## src/rtl/cla16_pkg.sv

```systemverilog
package cla16_pkg;
    localparam int unsigned SLICE_W   = 4;
    localparam int unsigned SLICE_NUM = 4;
    localparam int unsigned ADD_W     = SLICE_W * SLICE_NUM;
endpackage

```

## src/rtl/cla_lookahead.sv

```systemverilog
module cla_lookahead #(
    parameter int unsigned N = 4
) (
    input  logic [N-1:0] gen_i,
    input  logic [N-1:0] prop_i,
    input  logic         cin_i,
    output logic [N:0]   carry_o
);
    // Every carry is a flat sum of products over gen, prop and cin.
    always_comb begin
        logic acc;
        logic term;
        carry_o[0] = cin_i;
        for (int j = 1; j <= N; j++) begin
            acc = 1'b0;
            for (int m = 0; m < j; m++) begin
                term = gen_i[m];
                for (int k = m + 1; k < j; k++) begin
                    term = term & prop_i[k];
                end
                acc = acc | term;
            end
            term = cin_i;
            for (int k = 0; k < j; k++) begin
                term = term & prop_i[k];
            end
            carry_o[j] = acc | term;
        end
    end
endmodule

```

## src/rtl/cla_slice.sv

```systemverilog
module cla_slice #(
    parameter int unsigned W = 4
) (
    input  logic [W-1:0] a_i,
    input  logic [W-1:0] b_i,
    input  logic         cin_i,
    output logic [W-1:0] sum_o,
    output logic [W-1:0] gen_o,
    output logic [W-1:0] prop_o,
    output logic         grp_gen_o,
    output logic         grp_prop_o
);
    logic [W:0] carry;
    logic [W:0] carry_nocin;

    assign gen_o  = a_i & b_i;
    assign prop_o = a_i | b_i;

    cla_lookahead #(.N(W)) u_inner (
        .gen_i  (gen_o),
        .prop_i (prop_o),
        .cin_i  (cin_i),
        .carry_o(carry)
    );

    // Slice generate: the same product terms with the carry-in term removed.
    cla_lookahead #(.N(W)) u_grp (
        .gen_i  (gen_o),
        .prop_i (prop_o),
        .cin_i  (1'b0),
        .carry_o(carry_nocin)
    );

    assign grp_gen_o  = carry_nocin[W];
    assign grp_prop_o = &prop_o;
    assign sum_o      = a_i ^ b_i ^ carry[W-1:0];
endmodule

```

## src/rtl/cla16_adder.sv

```systemverilog
module cla16_adder
    import cla16_pkg::*;
(
    input  logic [15:0] a_i,
    input  logic [15:0] b_i,
    input  logic        c_i,
    output logic [15:0] sum_o,
    output logic        co_o,
    output logic [15:0] bit_gen_o,
    output logic [15:0] bit_prop_o,
    output logic [3:0]  grp_gen_o,
    output logic [3:0]  grp_prop_o
);
    logic [SLICE_NUM:0] slice_carry;

    cla_lookahead #(.N(SLICE_NUM)) u_level2 (
        .gen_i  (grp_gen_o),
        .prop_i (grp_prop_o),
        .cin_i  (c_i),
        .carry_o(slice_carry)
    );

    for (genvar s = 0; s < SLICE_NUM; s++) begin : g_slice
        cla_slice #(.W(SLICE_W)) u_slice (
            .a_i       (a_i[s*SLICE_W +: SLICE_W]),
            .b_i       (b_i[s*SLICE_W +: SLICE_W]),
            .cin_i     (slice_carry[s]),
            .sum_o     (sum_o[s*SLICE_W +: SLICE_W]),
            .gen_o     (bit_gen_o[s*SLICE_W +: SLICE_W]),
            .prop_o    (bit_prop_o[s*SLICE_W +: SLICE_W]),
            .grp_gen_o (grp_gen_o[s]),
            .grp_prop_o(grp_prop_o[s])
        );
    end

    assign co_o = slice_carry[SLICE_NUM];
endmodule

```

## config.mk

```make
export PLATFORM = sky130hd
export DESIGN_NAME = cla16_adder
export DESIGN_NICKNAME = d
export VERILOG_FILES = /design/src/rtl/cla16_pkg.sv /design/src/rtl/cla_lookahead.sv /design/src/rtl/cla_slice.sv /design/src/rtl/cla16_adder.sv
export SDC_FILE = /design/constraint.sdc
export NUM_CORES = 1
export LEC_CHECK = 0
export BUFFER_PORTS_ARGS = -buffer_cell sky130_fd_sc_hd__buf_2
export CAP_MARGIN = 20
export CORE_MARGIN = 2
export CORE_UTILIZATION = 46
export DETAILED_ROUTE_END_ITERATION = 16
export PLACE_DENSITY = 0.91
export RECOVER_POWER = 100
export SLEW_MARGIN = 10
export SYNTH_ARGS = -nofsm -noshare
export SYNTH_HDL_FRONTEND = slang
export SYNTH_SLANG_ARGS = --single-unit
```

## constraint.sdc

```tcl
create_clock -name vclk -period 5.2
set_input_delay 0.78 -clock vclk [all_inputs]
set_output_delay 0.78 -clock vclk [all_outputs]
set_load 0.005 [all_outputs]
```

## After elaboration in Yosys (flattened, before gate mapping)

Index checks and enable logic that the tools add are counted.
W data, S select, Z words.

- Register bits after elaboration: 0
- Bits of input ports: 33
- Output and inout bits: 57

- Bitwise operators: 108
- Reductions and logical operators: 4

Operator list:

| kind | count |
|---|---|
| $and A1 B1 Y1 | 46 |
| $or A1 B1 Y1 | 46 |
| $xor A4 B4 Y4 | 8 |
| $and A4 B4 Y4 | 4 |
| $or A4 B4 Y4 | 4 |
| $reduce_and A4 Y1 | 4 |

## Logic depth before layout (Yosys ltp)

Gate-level depths: netlist (run 1).

- Word-level depth: 17
- Depth in mapped cells: 10
- Gate-level depth less buffers: 10

## Cells and area by module

A second synthesis (run 1) with hierarchy kept.

- Cell total of the unflattened synthesis: 158
- Area, all modules: 1202.4 um^2

By module, submodules not included:

| module | times used | cells each | area each (um^2) | seq. area each (um^2) |
|---|---|---|---|---|
| cla_slice | 4 | 26 | 196.4 | 0.0 |
| cla_lookahead | 9 | 6 | 46.3 | 0.0 |

## Worst setup path before layout (run 1)

No wires, ideal clock.

- Path type: in2out
- Start: input port a_i[0]
- End: output port sum_o[13]
- Arrival time: 2427 ps
- Required time: 4420 ps
- Setup slack: 1993 ps
- Stages: 9
- Path buffers: 0
- Cells stage by stage: ha_1 -> nor2b_1 -> o211ai_2 -> nand3_2 -> a21oi_2 -> inv_2 -> a21o_1 -> fa_1 -> xor2_1

- Word-level cells in the longest chain between the ends: 15

RTL lines:

| item | RTL line | RTL |
|---|---|---|
| from (decl) | cla16_adder.sv:4 | `input logic [15:0] a_i,` |
| $and A4 B4 Y4 | cla_slice.sv:16 | `assign gen_o = a_i & b_i;` |
| $and A1 B1 Y1 (3 in a row) | -- |  |
| $or A1 B1 Y1 (3 in a row) | -- |  |
| $and A1 B1 Y1 (2 in a row) | cla_lookahead.sv:19 | `term = term & prop_i[k];` |
| $or A1 B1 Y1 (2 in a row) | cla_lookahead.sv:21 | `acc = acc \| term;` |
| $or A1 B1 Y1 (*) | cla_lookahead.sv:27 | `carry_o[j] = acc \| term;` |
| $and A1 B1 Y1 (*) | cla_lookahead.sv:25 | `term = term & prop_i[k];` |
| $or A1 B1 Y1 (*) | cla_lookahead.sv:27 |  |
| $xor A4 B4 Y4 (*) | cla_slice.sv:36 | `assign sum_o = a_i ^ b_i ^ carry[W-1:0];` |
| to (decl) | cla16_adder.sv:7 | `output logic [15:0] sum_o,` |

Mark *: on every way between the ends. The rest lies on a longest branch, timed or not.

## Worst setup path in the final report (run 1)

- Start: input port a_i[0]
- End: output port sum_o[14]

- Word-level cells in the longest chain between the ends: 16

RTL lines:

| item | RTL line |
|---|---|
| $and A4 B4 Y4 | cla_slice.sv:16 |
| $and A1 B1 Y1 (3 in a row) | -- |
| $or A1 B1 Y1 (3 in a row) | -- |
| $and A1 B1 Y1 (2 in a row) | cla_lookahead.sv:19 |
| $or A1 B1 Y1 (2 in a row) | cla_lookahead.sv:21 |
| $or A1 B1 Y1 (*) | cla_lookahead.sv:27 |
| $and A1 B1 Y1 (*) (2 in a row) | cla_lookahead.sv:25 |
| $or A1 B1 Y1 (*) | cla_lookahead.sv:27 |
| $xor A4 B4 Y4 (*) | cla_slice.sv:36 |

Marked as above.

==> out/results.txt, run 1 <==
Min Tclk post-route: 3.79 ns
Post-route insts no fill: 268
Syn nets: 225
Largest cells by area after synthesis: ha_1, inv_1, fa_1, xor2_1, buf_4
Post-synth top cells: inv_1, ha_1, a21oi_1, buf_4, xor2_1
Initial Util: 48.3%
Dpl cells: 268
Max Cap Viol: 0
Global-route wire length before repair: 4.14 mm
CP required: 4.42 ns
Final ANT Viol Nets: 0
Worst-path fanout max: 5
Largest net degree at the start of global routing: 6
Post_cts resized: 0
Detailed placement HPWL: 2.62 mm
RSZ-0062 raised after global routing: no
Slew Limit Fails: 0
Worst-Margin Slew: 0.691 ns
Syn Area/Cell: 7.60 um^2
Simple-Gate Fraction of Synth Area: 12.9%
WL final: 2.81 mm
Fill cells: 245
Synth-to-Final Area Change: 27.6%
Total GRT Usage: 17.8%
Final Net Count: 309
Power per Cell Area: 100 nW/um^2
Rows: 18
TNS Setup: 0 ns
Initial antenna violation count: 0
Seq_cells: 0
Final setup violation count: 0
DRT iter0 DRCs: 7
Synth area leader: ha_1
Clock buffers: 0
Number of global-route vias before repair: 1,059
Final Hold Fails: 0
Worst setup EP type: output pin
I/O Pins: 90
Final period util: 72.9%
Post-synthesis cell type count: 31
Largest family of logic cells by synthesized area: adder cells
DR vias: 1,258
Final Wtd Congestion: 0.707
IO buf count: 90
Die height: 54.8 um
Fmax: 264 MHz
Share of the synthesized area in the top cell type: 33.8%
Lkg Pwr: 0.905 nW
Hold buffers post-CTS: 0
VDD IR-drop max: 0.0594 mV
Total power: 0.152 mW
DRC viols: 0
Register area: 0 um^2
CORE AREA: 2450 um^2
DR WL/cell: 10.5 um
First drt pass iteration count: 4
Seq/Total Area, Yosys: 0%
Min Hold Slack: 1.91 ns
Relative slew slack: 53.5%
Post-Syn Area: 1180 um^2
Crit path arrival time: 3.01 ns
Die X: 54.8 um
Area share of xor/xnor cells in the synthesized design: 7.39%
Mux contribution to synthesized area: 0%
Global route overflow: 0
Startpoint type of the worst setup path: input port
Synth Instances: 156
Hold Path Class: in2out
WS Path Type: in2out
Post-synthesis adder-cell area fraction: 40.5%
Vias/cell: 4.69
Most frequent cell after synthesis: inv_1
Post-synthesis compound-gate area fraction: 18.3%
Share of cells above drive strength 1: 23.9%
Ant diodes: 0
Warnings from Yosys: 0
Die ar.: 3000 um^2
Setup Buffers After CTS: 0
Status: completed
==> logic make-up (layout without fill, tap and decap cells) <==
logic type | Yosys count | count (layout)
xor gates and xnor gates | 10 | 10
and+or+nand+nor | 25 | 25
adders and majority gates | 36 | 36
AOI/OAI and AO/OA | 27 | 27
buffers and inverters | 58 | 140
==> power by group <==
| part | internal, mW | switching, mW | leakage [nW] |
|---|---|---|---|
| clock | 0 | 0 | 0 |
| sequential | 0 | 0 | 0 |
| combinational | 0.0705 | 0.0812 | 0.905 |
==> per-layer routing <==
layer	GRT usage, %	part of all wire [%]	vias up	wire (um)
met3	1.09	7.1	0	199
li1	-	-	650	-
met1	21.6	41	563	1140
met2	35.5	52	45	1470
met5	0	0	-	0
met4	0	0	0	0
==> layout make-up <==
cell class	instances	area (um^2)	share of cell area [%]
inverter	50	188	12.4
multi-input combinational	98	882	58.4
tap	30	37.5	2.48
timing repair buffer	90	404	26.7
==> placed cells by master, fill, tap and decap left out <==
| master | n |
|---|---|
| a21o_1 | 4 |
| a2111oi_0 | 1 |
| nor3_2 | 1 |
| nand2_1 | 5 |
| o31ai_1 | 3 |
| nor4_1 | 5 |
| o21ai_0 | 2 |
| clkbuf_2 | 6 |
| clkbuf_1 | 37 |
| nor3_1 | 2 |
| ha_1 | 32 |
| nand2b_1 | 2 |
| a31oi_1 | 2 |
| xor2_1 | 8 |
| o31a_2 | 1 |
| nor2_1 | 4 |
| and4_1 | 1 |
| buf_2 | 47 |
| o21bai_1 | 2 |
| xnor2_1 | 2 |
| a21oi_2 | 2 |
| nor3b_1 | 1 |
| o211ai_1 | 1 |
| nand3_1 | 3 |
| fa_1 | 4 |
| a21oi_1 | 9 |
| inv_1 | 50 |
| nor2b_1 | 1 |
==> final timing paths <==
path	start	to	slack (ns)	cells after the start
setup / recovery	a_i[0]	sum_o[14]	1.41	10
hold / removal	a_i[13]	bit_gen_o[13]	1.91	3
==> per-stage QoR <==
stage               setup WS (ns)  util (%)  cell area (um^2)
floorplan                    1.99         -              1180
global placement             1.67      65.7              1610
detailed placement           1.62      65.7              1610
CTS                          1.60      65.7              1610
global route                 1.17      61.6              1510
finish                       1.41      61.6              1510
==> worst max-delay path, stage by stage <==
cell and delay [ns]:
clkbuf_1 0.12, ha_1 0.24, nor2b_1 0.15, o211ai_1 0.20, nand3_1 0.18, a21oi_1 0.33
inv_1 0.16, a2111oi_0 0.63, nor3_2 0.08, buf_2 0.15
(Power assumes the default switching activity.)
==> inputs of run 2 (changes only) <==
- CORE_UTILIZATION: 46 -> 43
- PLACE_DENSITY: 0.91 -> 0.85
- clock period: 5.2 -> 3.9 ns (I/O delays scaled with it)
==> out/results.txt, run 2 (synthesized netlist as in run 1, its figures left out) <==
Total power: 0.206 mW
Die X: 56.5 um
Largest net degree at the start of global routing: 6
Seq_cells: 0
Max Cap Viol: 0
Worst-path fanout max: 5
RSZ-0062 raised after global routing: no
DRC viols: 0
Final Wtd Congestion: 0.876
Most frequent cells in the layout: buf_2, inv_1, ha_1, clkbuf_1
Post_cts resized: 0
Total GRT Usage: 16.2%
TNS Setup: 0 ns
Register area: 0 um^2
Worst setup EP type: output pin
DR WL/cell: 10.1 um
Final Net Count: 309
Ant diodes: 0
Final Util: 56.9%
Final ANT Viol Nets: 0
Global route overflow: 0
WS Path Type: in2out
Commonest non-fill, non-tap cell in the layout: buf_2
Crit path arrival time: 2.66 ns
Final setup violation count: 0
Clock buffers: 0
Setup Buffers After CTS: 0
Hold buffers post-CTS: 0
Initial Util: 44.1%
Fmax: 308 MHz
Final WS setup: 0.655 ns
Die ar.: 3190 um^2
Hold Path Class: in2out
I/O Pins: 90
Detailed placement HPWL: 2.57 mm
Die height: 56.5 um
Share of cells above drive strength 1: 28.6%
DR vias: 1,290
Global-route wire length before repair: 4.44 mm
Final Hold Fails: 0
Startpoint type of the worst setup path: input port
Lkg Pwr: 0.935 nW
Worst-Margin Slew: 0.687 ns
First drt pass iteration count: 4
DRT iter0 DRCs: 15
Vias/cell: 4.80
DP Worst Slack: 0.722 ns
Relative slew slack: 53.8%
CORE AREA: 2690 um^2
CP required: 3.31 ns
Power per Cell Area: 135 nW/um^2
Status: completed
Number of global-route vias before repair: 1,198
Rows: 19
WL final: 2.71 mm
VDD IR-drop max: 0.0751 mV
Synth-to-Final Area Change: 29.0%
IO buf count: 90
Min Hold Slack: 1.51 ns
Min Tclk post-route: 3.25 ns
Final period util: 83.2%
Initial antenna violation count: 0
Slew Limit Fails: 0
[run 2: changes by cell type in the layout (fill, tap and decap cells not counted), sizes merged]
cell	change
buf	+11
clkbuf	-11
[run 2: routing by layer]
metal	routed length [um]	part of all wire, %	global-route usage, %
met3	230	8.5	2.07
met1	986	36	16.6
met2	1470	54	34.9
met5	0	0	0
met4	21	0.78	1.02
[run 2: path summary, 6_finish.rpt]
check                    from             to  slack (ns)  depth (start not counted)
worst max-delay path   a_i[0]      sum_o[13]        0.65                         11
worst min-delay path  b_i[13]  bit_gen_o[13]        1.51                          3
[run 2: final cells by class]
cell class | instances | area, um^2
Timing Repair Buffer | 90 | 417
Fill cell | 285 | 1160
Multi-Input combinational cell | 98 | 886
Inverter | 50 | 188
Tap cell | 31 | 38.8
[run 2: power by group]
part	switching, mW	internal [mW]	leakage [nW]
registers	0	0	0
clock network	0	0	0
logic	0.109	0.0974	0.935
[run 2: critical path, cell delays in order]
cell and delay, ns:
clkbuf_1 0.11, ha_1 0.23, nor2b_1 0.14, o211ai_1 0.20, nand3_1 0.18, a21oi_2 0.23, inv_1 0.13, a21o_1 0.21
fa_1 0.38, xor2_1 0.14, clkbuf_2 0.13
[run 2: metrics by stage]
step | cell area (um^2) | std cells
floorplan | 1180 | 156
global placement | 1610 | 269
detailed placement | 1610 | 269
CTS | 1610 | 269
global route | 1530 | 269
finish | 1530 | 269
